**config.mk**
```make
export PLATFORM = sky130hd
export DESIGN_NAME = lf_cmp_counter
export DESIGN_NICKNAME = d
export VERILOG_FILES = /design/src/rtl/lfc_pkg.sv /design/src/rtl/lfc_tick_gate.sv /design/src/rtl/lfc_count_core.sv /design/src/rtl/lfc_match_unit.sv /design/src/rtl/lf_cmp_counter.sv
export SDC_FILE = /design/constraint.sdc
export NUM_CORES = 1
export LEC_CHECK = 0
export ABC_AREA = 1
export BUFFER_PORTS_ARGS = -buffer_cell sky130_fd_sc_hd__buf_2
export CORE_ASPECT_RATIO = 0.6
export CORE_MARGIN = 2
export CORE_UTILIZATION = 44
export CTS_CLUSTER_DIAMETER = 150
export DETAILED_ROUTE_END_ITERATION = 12
export GPL_TIMING_DRIVEN = 0
export PLACE_DENSITY = 0.71
export SETUP_SLACK_MARGIN = 0.5
export SYNTH_ARGS = -nofsm -noshare
export SYNTH_HDL_FRONTEND = slang
export SYNTH_SLANG_ARGS = --single-unit
```
**constraint.sdc**
```tcl
create_clock -name clk -period 1.9 [get_ports clk]
set_clock_uncertainty 0.2 [all_clocks]
set_input_delay 0.285 -clock clk [delete_from_list [all_inputs] [get_ports clk]]
set_output_delay 0.285 -clock clk [all_outputs]
set_load 0.05 [all_outputs]
```
**src/rtl/lfc_pkg.sv**
```systemverilog
package lfc_pkg;

  typedef enum logic {
    WRAP_FULL  = 1'b0,
    WRAP_COMP0 = 1'b1
  } lfc_wrap_e;

  // A counting cycle: enabled, and either not halted or told to run through halt
  function automatic logic tick_ok(input logic en, input logic halt, input logic keep_run);
    return en && (!halt || keep_run);
  endfunction

endpackage

```
**src/rtl/lfc_tick_gate.sv**
```systemverilog
module lfc_tick_gate (
  input  logic             en,
  input  logic             halt,
  input  logic             keep_run,
  input  logic             top_sel,
  output logic             tick,
  output lfc_pkg::lfc_wrap_e mode
);
  import lfc_pkg::*;

  always_comb begin
    tick = tick_ok(en, halt, keep_run);
    mode = top_sel ? WRAP_COMP0 : WRAP_FULL;
  end

endmodule

```
**src/rtl/lfc_count_core.sv**
```systemverilog
module lfc_count_core #(
  parameter int W = 24
) (
  input  logic               clk,
  input  logic               rst_n,
  input  logic               en,
  input  logic               tick,
  input  lfc_pkg::lfc_wrap_e mode,
  input  logic [W-1:0]       ceil_cmp,
  output logic [W-1:0]       cnt,
  output logic               at_top
);
  import lfc_pkg::*;

  localparam logic [W-1:0] ALL_ONES = {W{1'b1}};
  localparam logic [W-1:0] ONE      = W'(1);

  logic [W-1:0] top_val;
  logic [W-1:0] cnt_nxt;

  function automatic logic [W-1:0] pick_top(input lfc_wrap_e m, input logic [W-1:0] c0);
    return (m == WRAP_COMP0) ? c0 : ALL_ONES;
  endfunction

  function automatic logic [W-1:0] step(input logic [W-1:0] cur, input logic [W-1:0] top);
    return (cur == top) ? '0 : cur + ONE;
  endfunction

  always_comb begin
    top_val = pick_top(mode, ceil_cmp);
    at_top  = tick && (cnt == top_val);
    if (!en)       cnt_nxt = '0;
    else if (tick) cnt_nxt = step(cnt, top_val);
    else           cnt_nxt = cnt;
  end

  always_ff @(posedge clk or negedge rst_n) begin
    if (!rst_n) cnt <= '0;
    else        cnt <= cnt_nxt;
  end

endmodule

```
**src/rtl/lfc_match_unit.sv**
```systemverilog
module lfc_match_unit #(
  parameter int W     = 24,
  parameter int N     = 2,
  parameter int SEL_W = 2
) (
  input  logic [N-1:0][W-1:0] cmp_vals,
  input  logic [W-1:0]        cnt,
  input  logic                tick,
  input  logic [SEL_W-1:0]    sel,
  output logic [N-1:0]        hit,
  output logic [W-1:0]        rd
);

  for (genvar g = 0; g < N; g++) begin : g_cmp
    assign hit[g] = tick && (cnt == cmp_vals[g]);
  end

  always_comb begin
    rd = '0;
    for (int i = 0; i < N; i++) begin
      if (sel == SEL_W'(i)) rd = cmp_vals[i];
    end
  end

endmodule

```
**src/rtl/lf_cmp_counter.sv**
```systemverilog
module lf_cmp_counter #(
  parameter int W = 24
) (
  input  logic         clk,
  input  logic         rst_n,
  input  logic         cnt_en,
  input  logic         dbg_keep_run,
  input  logic         dbg_halt,
  input  logic         top_from_cmp0,
  input  logic [W-1:0] cmp0_val,
  input  logic [W-1:0] cmp1_val,
  input  logic [1:0]   rd_idx,
  output logic [W-1:0] rd_val,
  output logic [W-1:0] count,
  output logic         cmp0_hit,
  output logic         cmp1_hit,
  output logic         wrap_evt
);
  import lfc_pkg::*;

  localparam int NCMP = 2;

  logic                   tick_w;
  lfc_wrap_e              mode_w;
  logic [NCMP-1:0][W-1:0] cmp_arr;
  logic [NCMP-1:0]        hit_w;

  assign cmp_arr[0] = cmp0_val;
  assign cmp_arr[1] = cmp1_val;

  lfc_tick_gate u_gate (
    .en       (cnt_en),
    .halt     (dbg_halt),
    .keep_run (dbg_keep_run),
    .top_sel  (top_from_cmp0),
    .tick     (tick_w),
    .mode     (mode_w)
  );

  lfc_count_core #(.W(W)) u_core (
    .clk      (clk),
    .rst_n    (rst_n),
    .en       (cnt_en),
    .tick     (tick_w),
    .mode     (mode_w),
    .ceil_cmp (cmp0_val),
    .cnt      (count),
    .at_top   (wrap_evt)
  );

  lfc_match_unit #(.W(W), .N(NCMP), .SEL_W(2)) u_match (
    .cmp_vals (cmp_arr),
    .cnt      (count),
    .tick     (tick_w),
    .sel      (rd_idx),
    .hit      (hit_w),
    .rd       (rd_val)
  );

  assign cmp0_hit = hit_w[0];
  assign cmp1_hit = hit_w[1];

endmodule

```
# == Yosys cells after proc, flatten, opt, wreduce, memory -nomap -nowiden ==
# Cells that the tools add are included.
# word_totals
ff_bits,24
inputBits,56
output_inout_bits,51
wordCells,21
# op_classes
addsub,1
eq_ne,5
n_mux,7
reduce_logical,7
# ops
operator,count
$mux W24,6
$eq A24 B24 Y1,3
$add A24 B1 Y24 const B,1
$logic_and A1 B1 Y1,4
$eq A2 B1 Y1 const B,1
$logic_not A2 Y1,1
$ne A2 B1 Y1 const B,1
$logic_not A1 Y1,1
$logic_or A1 B1 Y1,1
$mux W1,1

# == Depth between registers and ports, before layout ==
# Gate-level depths: netlist (run 1).
# depth
depth_word,6
depth_mapped,12
ltp_nobuf,11

# == Hierarchy ==
# A second synthesis (run 1) with hierarchy kept.
# hier_totals
cells_unflattened,692
hier_area_um2,3667.3
# by_module_without_submodules
module,instances,cells_each,area_each_um2,seq_area_each_um2
lfc_count_core,1,415,2344.7,600.6
lfc_match_unit,1,273,1298.7,0.0
lfc_tick_gate,1,4,23.8,0.0

# == Least setup slack after synthesis (run 1) ==
# No wires, ideal clock.
# synth_timing
kind,register to output
startpoint,reg u_core.cnt[17]
endpoint,out cmp0_hit
arrival_time_ps,2358
setup_slack_ps,-943
stages_incl_launch_ff,8
path_buffers,1
cell_sequence,dfrtp_1 > clkbuf_1 > inv_1 > nand2_1 > nand2_1 > nor2_1 > nand3_1 > nor3_1
# synth_via
elab_chain_len,2
# synth_rtl
element,line,rtl
start: declaration,lfc_count_core.sv:10,"output logic [W-1:0] cnt,"
start signal: assignment,lfc_count_core.sv:39,else cnt <= cnt_nxt;
$eq A24 B24 Y1,lfc_match_unit.sv:15,assign hit[g] = tick && (cnt == cmp_vals[g]);
$logic_and A1 B1 Y1,lfc_match_unit.sv:15,
end: declaration,lf_cmp_counter.sv:15,"output logic cmp0_hit,"
# Every way passes these cells.

# == Worst setup path after layout (run 1) ==
# layout_timing
startpoint,reg u_core.cnt[20]
endpoint,out cmp1_hit
# layout_via
elab_chain_len,2
# layout_rtl
element,line,rtl
$eq A24 B24 Y1,lfc_match_unit.sv:15,
$logic_and A1 B1 Y1,lfc_match_unit.sv:15,
end: declaration,lf_cmp_counter.sv:16,"output logic cmp1_hit,"
# Every way passes these cells.

==> results_dict.tcl, run 1 <==
set metrics [dict create \
    cts_tree "yes" \
    fin_crit_ps 2340 \
    rsz0062_at_grt "yes" \
    grt_max_degree 25 \
    critPathCaptureType "output port" \
    crit_buf_inv 3 \
    p_sw_frac 0.394 \
    yosysUniqueCellTypes 29 \
    htreeDepth 1 \
    yosysTopAreaCell "nand2_1" \
    largest_register "u_core.cnt" \
    max_stage_delay_ps 410 \
    synth-edff-count 0 \
    reg_top3 "u_core.cnt: 24 flops" \
    ant_nets 0 \
    die_h_um 69.8 \
    min_from "dbg_keep_run" \
    yosys-top-cells-area "nand2_1 22%, dfrtp_1 19%, inv_1 9.3%, nor2_1 7.8%, nand3_1 7.3%" \
    clock_sinks 24 \
    vias_per_cell 5.78 \
    largest_reg_flops 24 \
    post-dp-hpwl_um 10400 \
    whs_ps 172 \
    start_util 0.465 \
    p_switching_mw 0.717 \
    status "finished, violations left" \
    finalHoldViolCount 0 \
    total_power_mw 1.82 \
    clock_path_buffers 2 \
    setup_ws_ps -441 \
    yosys_most_used_dff "dfrtp_1" \
    p_clk_frac 0.261 \
    core_area_um2 6820 \
    worst-path-max-fanout 7 \
    relSlewSlack 0.506 \
    grt_pass1_wl_um 21900 \
    antennaDiodeCount 0 \
    io_buffer_count 105 \
    stdcell_count 819 \
    place_inst 773 \
    yosysWarnings 0 \
    min_path_type "input pin to flip-flop" \
    power_density_nw_per_um2 330 \
    power_frac_comb 0.446 \
    ys_ff_latch 24 \
    antenna_found_initial 0 \
    slew_violations 0 \
    num_rows 23 \
    die_area_um2 7930 \
    internal-power_mw 1.10 \
    leakage_nw 2.58 \
    syn_avg_cell_area_um2 5.46 \
    fill_cells 493 \
    clkTransAtPathRegs_ps 60 \
    die_w_um 114 \
    placed_cell_area_um2 4410 \
    synthArstFlopShare 1.00 \
    cts_buffers 3 \
    ir_drop_v 0.000289 \
    slowest_stage "dfrtp_2" \
    worstPathCellList "buf_6 -> inv_1 -> o22ai_1 -> nor2_1 -> nand2_1 -> nor3_2 -> nand2_2 -> nor2_4 -> buf_8" \
    drtPass1Iterations 5 \
    clockRootBuffer "clkbuf_16" \
    place.gp.congestion 1.05 \
    clock.fmax_mhz 427 \
    grt_use_total 0.355 \
    worstSetupPathType "flip-flop to output port" \
    violations "negative setup slack" \
    syn_to_final_growth_pct 73.5 \
    yosysSeqAreaShare 0.189 \
    synthCells 581 \
    required_ps 1410 \
    crit_family "simple AND/OR/NAND/NOR gates" \
    grt_pass1_vias 4088 \
    wl_per_cell_um 18.3 \
    fin_crit_sh 1.23 \
    drt_iter0_markers 714 \
    cp.arrival_ps 1860 \
    pwr-share-seq 0.293 \
    cap_violations 0 \
    drc_errors 0 \
    syn_nets 638 \
    worstSetupStartpointType "flip-flop" \
    finalSetupViolCount 27 \
    synth_area_um2 3170 \
    vias 4737 \
    drive_gt1_frac 0.441 \
    grt-ovfl-total 0 \
    wl_um 15000 \
    r2r_start "u_core.cnt[16]" \
    postLayoutCoreUtil 0.807 \
    nets 791 \
    clock_latency_ps 270 \
    final_area_um2 5510 \
    startpoint "u_core.cnt[20]" \
    post-synth-top-area-fraction 0.220 \
    boundaryPins 107 \
    worst_pin_slew_ps 739 \
]
cells in the mapped netlist, types with 2 or more instances:
master / number
nand2_1: 186
inv_1: 79
nor2_1: 66
nand3_1: 46
o21ai_0: 38
dfrtp_1: 24
o22ai_1: 24
a21oi_1: 20
xor2_1: 20
buf_2: 18
clkbuf_1: 12
nor3_1: 10
xnor2_1: 9
nand4_1: 5
buf_6: 4
o21ai_1: 3
buf_4: 2
nor2_2: 2
o21ai_2: 2
o21bai_1: 2
placed cells by master, fill, tap and decap left out, drive strengths merged, types with 2 or more instances in the layout:
| master | netlist | routed |
|---|---|---|
| nand2 | 186 | 186 |
| buf | 24 | 162 |
| inv | 80 | 79 |
| nor2 | 68 | 68 |
| nand3 | 47 | 47 |
| o21ai | 43 | 43 |
| clkbuf | 13 | 25 |
| dfrtp | 24 | 24 |
| o22ai | 24 | 24 |
| a21oi | 20 | 20 |
| xor2 | 20 | 20 |
| nor3 | 10 | 10 |
| xnor2 | 9 | 9 |
| nand4 | 5 | 5 |
| o21bai | 2 | 2 |
worst register-to-register path, delay by kind of cell, from the launching register on:
family / cells / cell delay [ps]
AND/OR/NAND/NOR: 8 / 910
flip-flops: 1 / 370
buffers and inverters: 4 / 540
per-stage QoR:
stage	TNS [ps]	setup WS, ps
final	-5850	-441
after global routing	-7840	-506
after detailed placement	-6350	-403
after CTS	-1090	-397
after global placement	-5730	-434
after floorplan	-447	-198
final timing paths:
check	to	slack (ps)	depth (start not counted)
hold / removal	u_core.cnt[22]	170	4
setup reg to reg	u_core.cnt[4]	-230	12
setup / recovery	cmp1_hit	-440	9
hold reg to reg	u_core.cnt[11]	420	2
max in group asynchronous	u_core.cnt[1]	700	2
min in group asynchronous	u_core.cnt[21]	350	2
area by class of cell:
class                      count  area (um^2)  share of cell area
tap                           87          109              0.0198
inverter                      80          324              0.0589
buffer                        37          439              0.0798
multi-input combinational    440         2690               0.488
timing repair buffer         148         1240               0.225
sequential                    24          633               0.115
clock buffer                   3         75.1              0.0136
kinds of logic (layout without fill, tap and decap cells):
| family | Yosys count | in the layout | synth area share |
|---|---|---|---|
| flops | 24 | 24 | 0.189 |
| buf+inv | 117 | 268 | 0.159 |
| compound gates | 91 | 91 | 0.159 |
| xor+xnor | 29 | 29 | 0.0800 |
| fa+ha+maj | 1 | 1 | 0.00394 |
| simple gates | 319 | 319 | 0.410 |
metal layers:
layer	up-vias	routed length [um]	global-route usage
li1	2140	-	-
met1	2203	6300	0.543
met2	357	6510	0.529
met3	37	1930	0.0647
met4	0	246	0.0447
met5	-	0	0
repair_timing:
action,4_1_cts,5_1_grt
buffers inserted,18,20
endpoints found under the setup margin,56,64
cloned,2,2
hold endpoints to repair,24,0
gates resized for setup,106,99
pin swaps,16,24
hold buffers,1,0
power by group through the flow:
stage	Combinational [mW]	Clock, mW	Sequential [mW]
4_1_cts	0.770	0.477	0.532
6_report	0.812	0.475	0.532
2_1_floorplan	0.449	0	0.557
5_1_grt	0.846	0.501	0.533
3_5_place_dp	0.670	0	0.540
3_3_place_gp	0.661	0	0.540
No activity file was read; power rests on OpenSTA's default activity.
==> run 2, diff against run 1 <==
==> constraint.sdc (replaced) <==
create_clock -name clk -period 1.9 [get_ports clk]
set_clock_uncertainty 0.2 [all_clocks]
set_input_delay 0.57 -clock clk [delete_from_list [all_inputs] [get_ports clk]]
set_output_delay 0.57 -clock clk [all_outputs]
set_load 0.05 [all_outputs]
==> results_dict.tcl, run 2 (synthesis gave the netlist of run 1 again) <==
set metrics [dict create \
    status "finished, violations left" \
    violations "negative setup slack" \
    startpoint "u_core.cnt[14]" \
    grt_use_total 0.372 \
    layout_common_cells "156 x nand2_1, 69 x buf_6, 60 x inv_1, 53 x buf_2, 49 x nor2_1" \
    cap_violations 0 \
    finalSetupViolCount 50 \
    die_area_um2 7930 \
    cts_buffers 3 \
    worstSetupStartpointType "flip-flop" \
    cts_tree "yes" \
    drt_iter0_markers 659 \
    nets 801 \
    place_inst 773 \
    required_ps 1130 \
    core_area_um2 6820 \
    rsz0062_at_grt "yes" \
    fin_crit_ps 2630 \
    drc_errors 0 \
    io_buffer_count 105 \
    die_w_um 114 \
    syn_to_final_growth_pct 82.6 \
    post-dp-hpwl_um 10400 \
    setup-tns-final_ps -15390 \
    reg2reg_slack_ps -210 \
    ant_nets 0 \
    reg_top3 "u_core.cnt: 24 flops" \
    grt_pass1_vias 4345 \
    clock_sinks 24 \
    internal-power_mw 1.19 \
    cp.arrival_ps 1860 \
    postLayoutCoreUtil 0.850 \
    worst-path-max-fanout 7 \
    antenna_found_initial 0 \
    grt_pass1_wl_um 23000 \
    clock_latency_ps 270 \
    grt-ovfl-total 0 \
    worstSetupPathType "flip-flop to output port" \
    worstPathCellList "buf_6 -> inv_2 -> nand2_1 -> nand2_1 -> nor2_4 -> nand3_2 -> o21ai_2 -> nand3_2 -> nor2_4 -> buf_8" \
    grt_max_degree 25 \
    ir_drop_v 0.000272 \
    worst_pin_slew_ps 611 \
    stdcell_count 830 \
    pwr-share-seq 0.269 \
    place.gp.congestion 0.985 \
    clock_path_buffers 2 \
    r2r_start "u_core.cnt[14]" \
    p_switching_mw 0.766 \
    power_frac_comb 0.453 \
    max_stage_delay_ps 380 \
    start_util 0.465 \
    p_sw_frac 0.392 \
    min_path_type "input pin to asynchronous set/reset pin" \
    critPathCaptureType "output port" \
    drtPass1Iterations 8 \
    clock.fmax_mhz 380 \
    wl_um 16700 \
    htreeDepth 1 \
    drive_gt1_frac 0.460 \
    placed_cell_area_um2 4320 \
    largest_reg_flops 24 \
    total_power_mw 1.95 \
    finalHoldViolCount 0 \
    num_rows 23 \
    power_density_nw_per_um2 337 \
    relSlewSlack 0.593 \
    vias 4965 \
    cts_hold_buf 0 \
    slowest_stage "dfrtp_2" \
    setup_ws_ps -733 \
    fin_crit_sh 1.39 \
    largest_register "u_core.cnt" \
    clkTransAtPathRegs_ps 70 \
    p_clk_frac 0.278 \
    boundaryPins 107 \
    mostFrequentLayoutCell "nand2_1" \
    antennaDiodeCount 0 \
    whs_ps 98.5 \
    final_area_um2 5800 \
    place_ws_ps -900 \
    leakage_nw 2.69 \
    vias_per_cell 5.98 \
    clockRootBuffer "clkbuf_16" \
    die_h_um 69.8 \
    wl_per_cell_um 20.1 \
    slew_violations 0 \
]
## run 2: cell type report
cell class	instances	area, um^2
multi-input combinational	440	2730
sequential	24	631
inverter	80	313
tap	87	109
timing repair buffer	158	1480
clock buffer	4	88.8
buffer	37	444
fill	397	1020
## run 2: path summary, 6_finish.rpt
| check | endpoint | cells after the start |
|---|---|---|
| worst min register to register | u_core.cnt[17] | 3 |
| worst min-delay path | u_core.cnt[2] | 1 |
| worst max-delay path | wrap_evt | 10 |
| worst max register to register | u_core.cnt[4] | 10 |
| max in group asynchronous | u_core.cnt[20] | 1 |
| min in group clk | u_core.cnt[0] | 4 |
## run 2: metal layers
metal  GRT usage  routed length, um  vias up
met1       0.517               6250     2250
met2       0.574               7290      465
met3       0.110               2510       87
li1            -                  -     2163
met4      0.0745                600        0
met5           0                  0        -
## run 2: critical path, delay by kind of cell, from the launching register on
family	cells	cell delay (ps)
AO/OA/AOI/OAI	1	160
buffers and inverters	3	370
flip-flops	1	380
AND/OR/NAND/NOR	6	680
## run 2: power by group through the flow
| stage | registers (mW) | logic, mW | clock network (mW) |
|---|---|---|---|
| floorplan | 0.554 | 0.449 | 0 |
| finish | 0.525 | 0.885 | 0.542 |
| CTS | 0.525 | 0.802 | 0.525 |
| global placement | 0.536 | 0.660 | 0 |
| detailed placement | 0.537 | 0.668 | 0 |
| global route | 0.526 | 0.915 | 0.546 |
## run 2: what timing repair did
action                                 in CTS  in global routing
setup endpoints to repair                  75                 75
endpoints found under the hold margin       0                  0
gates resized for setup                   211                 87
pin swaps                                  32                 38
setup buffers                              30                 19
cloned                                      4                  0
==> run 3, diff against run 2 <==
--- a/config.mk
+++ b/config.mk
@@ -9,11 +9,12 @@
 export BUFFER_PORTS_ARGS = -buffer_cell sky130_fd_sc_hd__buf_2
 export CORE_ASPECT_RATIO = 0.6
 export CORE_MARGIN = 2
-export CORE_UTILIZATION = 44
+export CORE_UTILIZATION = 52
 export CTS_CLUSTER_DIAMETER = 150
+export CTS_CLUSTER_SIZE = 20
 export DETAILED_ROUTE_END_ITERATION = 12
 export GPL_TIMING_DRIVEN = 0
-export PLACE_DENSITY = 0.71
+export PLACE_DENSITY = 0.82
 export SETUP_SLACK_MARGIN = 0.5
 export SYNTH_ARGS = -nofsm -noshare
 export SYNTH_HDL_FRONTEND = slang
==> results_dict.tcl, run 3 <==
set metrics [dict create \
    status "stopped before the end" \
    stop_stage "5_1_grt" \
    error "[ERROR GRT-0232] Routing congestion too high. Check the congestion heatmap in the GUI." \
    boundaryPins 107 \
    die_h_um 64.5 \
    place.gp.congestion 0.980 \
    synthCells 581 \
    syn_nets 638 \
    worstEndpointType "primary output" \
    die_w_um 105 \
    cts_hold_buf 0 \
    syn_avg_cell_area_um2 5.46 \
    synth-edff-count 0 \
    yosysUniqueCellTypes 29 \
    start_util 0.554 \
    yosysWarnings 0 \
    yosys-top-cells-area "nand2_1 22%, dfrtp_1 19%, inv_1 9.3%, nor2_1 7.8%, nand3_1 7.3%" \
    post-dp-hpwl_um 10500 \
    post-synth-top-area-fraction 0.220 \
    ys_ff_latch 24 \
    cts_buffers 3 \
    io_buffer_count 105 \
    synth_commonest_cells "186 x nand2_1, 79 x inv_1, 66 x nor2_1" \
    htreeDepth 1 \
    yosys_most_used_dff "dfrtp_1" \
    place_ws_ps -943 \
    yosysSeqAreaShare 0.189 \
    synth_most_common_cell "nand2_1" \
    grt_max_degree 25 \
    grt-ovfl-total 624 \
    num_rows 21 \
    grt_use_total 1.02 \
    clockRootBuffer "clkbuf_8" \
    synth_area_um2 3170 \
    clock_sinks 24 \
    clock_path_buffers 2 \
    yosysTopAreaCell "nand2_1" \
    synthArstFlopShare 1.00 \
    crit_endpoint "cmp0_hit" \
]
## run 3: metal layers
layer,GRT overflow,track usage
met3,16,0.827
met2,387,1.29
met5,2,0.595
met1,13,0.884
met4,206,1.24
## run 3: repair_timing
item	4_1_cts
pin swaps	26
resized for setup	188
buffers inserted	27
cloned	4
endpoints found under the setup margin	75
## run 3: through the flow
stage                     utilization  instances  instance area, um^2  setup TNS, ps
after floorplan                     -        581                 3680          -9170
after global placement          0.753        766                 4310         -26650
after detailed placement        0.753        766                 4310         -28210
after CTS                       0.918        801                 5260         -14280
## run 3: cells by family after synthesis
kind of cell             share of synthesized area
AND/OR/NAND/NOR                              0.410
buffers and inverters                        0.159
adder cells (fa/ha/maj)                    0.00394
flip-flops                                   0.189
AO/OA/AOI/OAI                                0.159
XOR/XNOR                                    0.0800
==> run 4, diff against run 3 <==
--- a/config.mk
+++ b/config.mk
@@ -7,15 +7,11 @@
 export LEC_CHECK = 0
 export ABC_AREA = 1
 export BUFFER_PORTS_ARGS = -buffer_cell sky130_fd_sc_hd__buf_2
-export CORE_ASPECT_RATIO = 0.6
 export CORE_MARGIN = 2
-export CORE_UTILIZATION = 52
-export CTS_CLUSTER_DIAMETER = 150
-export CTS_CLUSTER_SIZE = 20
+export CORE_UTILIZATION = 40
 export DETAILED_ROUTE_END_ITERATION = 12
 export GPL_TIMING_DRIVEN = 0
-export PLACE_DENSITY = 0.82
-export SETUP_SLACK_MARGIN = 0.5
+export PLACE_DENSITY_LB_ADDON = 0.15
 export SYNTH_ARGS = -nofsm -noshare
 export SYNTH_HDL_FRONTEND = slang
 export SYNTH_SLANG_ARGS = --single-unit
==> results_dict.tcl, run 4 (synthesis gave the netlist of run 1 again) <==
set metrics [dict create \
    post-dp-hpwl_um 9760 \
    die_h_um 93.1 \
    die_area_um2 8660 \
    rr_worst_depth 13 \
    drtPass1Iterations 5 \
    grt_max_degree 25 \
    grt_use_total 0.304 \
    critPathCaptureType "output port" \
    worst-path-max-fanout 7 \
    nets 789 \
    reg_top3 "u_core.cnt: 24 flops" \
    ir_drop_v 0.000233 \
    required_ps 1130 \
    drc_errors 0 \
    grt_pass1_wl_um 20900 \
    num_rows 32 \
    cts_hold_buf 0 \
    relSlewSlack 0.614 \
    status "finished, violations left" \
    clkTransAtPathRegs_ps 90 \
    setup-tns-final_ps -14540 \
    r2r-end "u_core.cnt[19]" \
    min_path_type "input pin to asynchronous set/reset pin" \
    boundaryPins 107 \
    slew_violations 0 \
    syn_to_final_growth_pct 61.2 \
    r2r_start "u_core.cnt[23]" \
    layout_common_cells "182 x nand2_1, 72 x buf_2, 67 x inv_1, 57 x nor2_1, 46 x buf_4" \
    grt_pass1_vias 4322 \
    drt_iter0_markers 340 \
    leakage_nw 2.48 \
    wl_um 13500 \
    wl_per_cell_um 16.2 \
    antenna_found_initial 0 \
    power_density_nw_per_um2 317 \
    die_w_um 93.1 \
    vias 4502 \
    ant_nets 0 \
    clock_sinks 24 \
    core_area_um2 7690 \
    violations "negative setup slack" \
    drive_gt1_frac 0.379 \
    largest_register "u_core.cnt" \
    startpoint "u_core.cnt[23]" \
    antennaDiodeCount 0 \
    vias_per_cell 5.41 \
    worst_pin_slew_ps 579 \
    finalSetupViolCount 51 \
    fin_crit_ps 2590 \
    htreeDepth 1 \
    cap_violations 0 \
    clock_path_buffers 2 \
    whs_ps 94.5 \
    grt-ovfl-total 0 \
    clock.fmax_mhz 386 \
    rsz0062_at_grt "yes" \
    largest_reg_flops 24 \
    worstSetupStartpointType "flip-flop" \
    mostFrequentLayoutCell "nand2_1" \
    io_buffer_count 105 \
    clockRootBuffer "clkbuf_8" \
    cp.arrival_ps 1820 \
    fill_cells 690 \
    worstSetupPathType "flip-flop to output port" \
    place.gp.congestion 1.07 \
    cts_buffers 3 \
    cts_tree "yes" \
    start_util 0.413 \
    fin_crit_sh 1.36 \
    reg2reg_slack_ps -210 \
    setup_ws_ps -692 \
    clock_latency_ps 270 \
    finalHoldViolCount 0 \
]
run 4: worst max-delay path: stages (launching register included):
cell and delay, ps:
dfrtp_2 440, buf_4 180, nand2_1 70, nand2_1 50, nor2_1 120, nand2_2 90
o21ai_2 190, nand3_2 120, nor2_4 130, buf_8 150
run 4: area by class of cell:
cell class / count / area (um^2) / area share
inverter: 80 / 315 / 0.0617
multi-input combinational: 440 / 2500 / 0.489
clock buffer: 3 / 41.3 / 0.00807
buffer: 29 / 329 / 0.0644
timing repair buffer: 154 / 1170 / 0.229
tap: 102 / 128 / 0.0250
sequential: 24 / 631 / 0.123
run 4: how the worst max path moves through the flow:
stage / to / slack, ps / depth (start not counted)
global placement: wrap_evt / -920 / 5
floorplan: wrap_evt / -500 / 11
detailed placement: wrap_evt / -920 / 5
CTS: wrap_evt / -660 / 8
finish: wrap_evt / -690 / 9
global route: wrap_evt / -830 / 11
run 4: power by group:
group	leakage [nW]	internal, mW	switching, mW	total [mW]
clock	0.0216	0.142	0.163	0.305
combinational	2.17	0.304	0.487	0.791
sequential	0.294	0.516	0.00870	0.525
run 4: routing by layer:
| layer | track usage | share of wire | vias up |
|---|---|---|---|
| met5 | 0 | 0 | - |
| met3 | 0.0363 | 0.099 | 48 |
| met4 | 0.124 | 0.034 | 0 |
| li1 | - | - | 2132 |
| met2 | 0.529 | 0.48 | 287 |
| met1 | 0.380 | 0.39 | 2035 |
run 4: per-stage QoR:
stage | util | std cells | setup slack, ps | cell area [um^2] | power, mW
after detailed placement | 0.564 | 788 | -920 | 4340 | 1.20
after global routing | 0.665 | 832 | -827 | 5110 | 1.69
after CTS | 0.641 | 814 | -658 | 4930 | 1.61
final | 0.665 | 832 | -692 | 5110 | 1.62
after floorplan | - | 581 | -500 | 3680 | 1.00
after global placement | 0.564 | 788 | -923 | 4340 | 1.19
run 4: repair_timing:
item / CTS / global route
hold endpoints to repair: 0 / 0
buffers inserted: 26 / 18
pin swaps: 18 / 12
resized for setup: 109 / 20
setup endpoints to repair: 51 / 53
cloned: 5 / 0
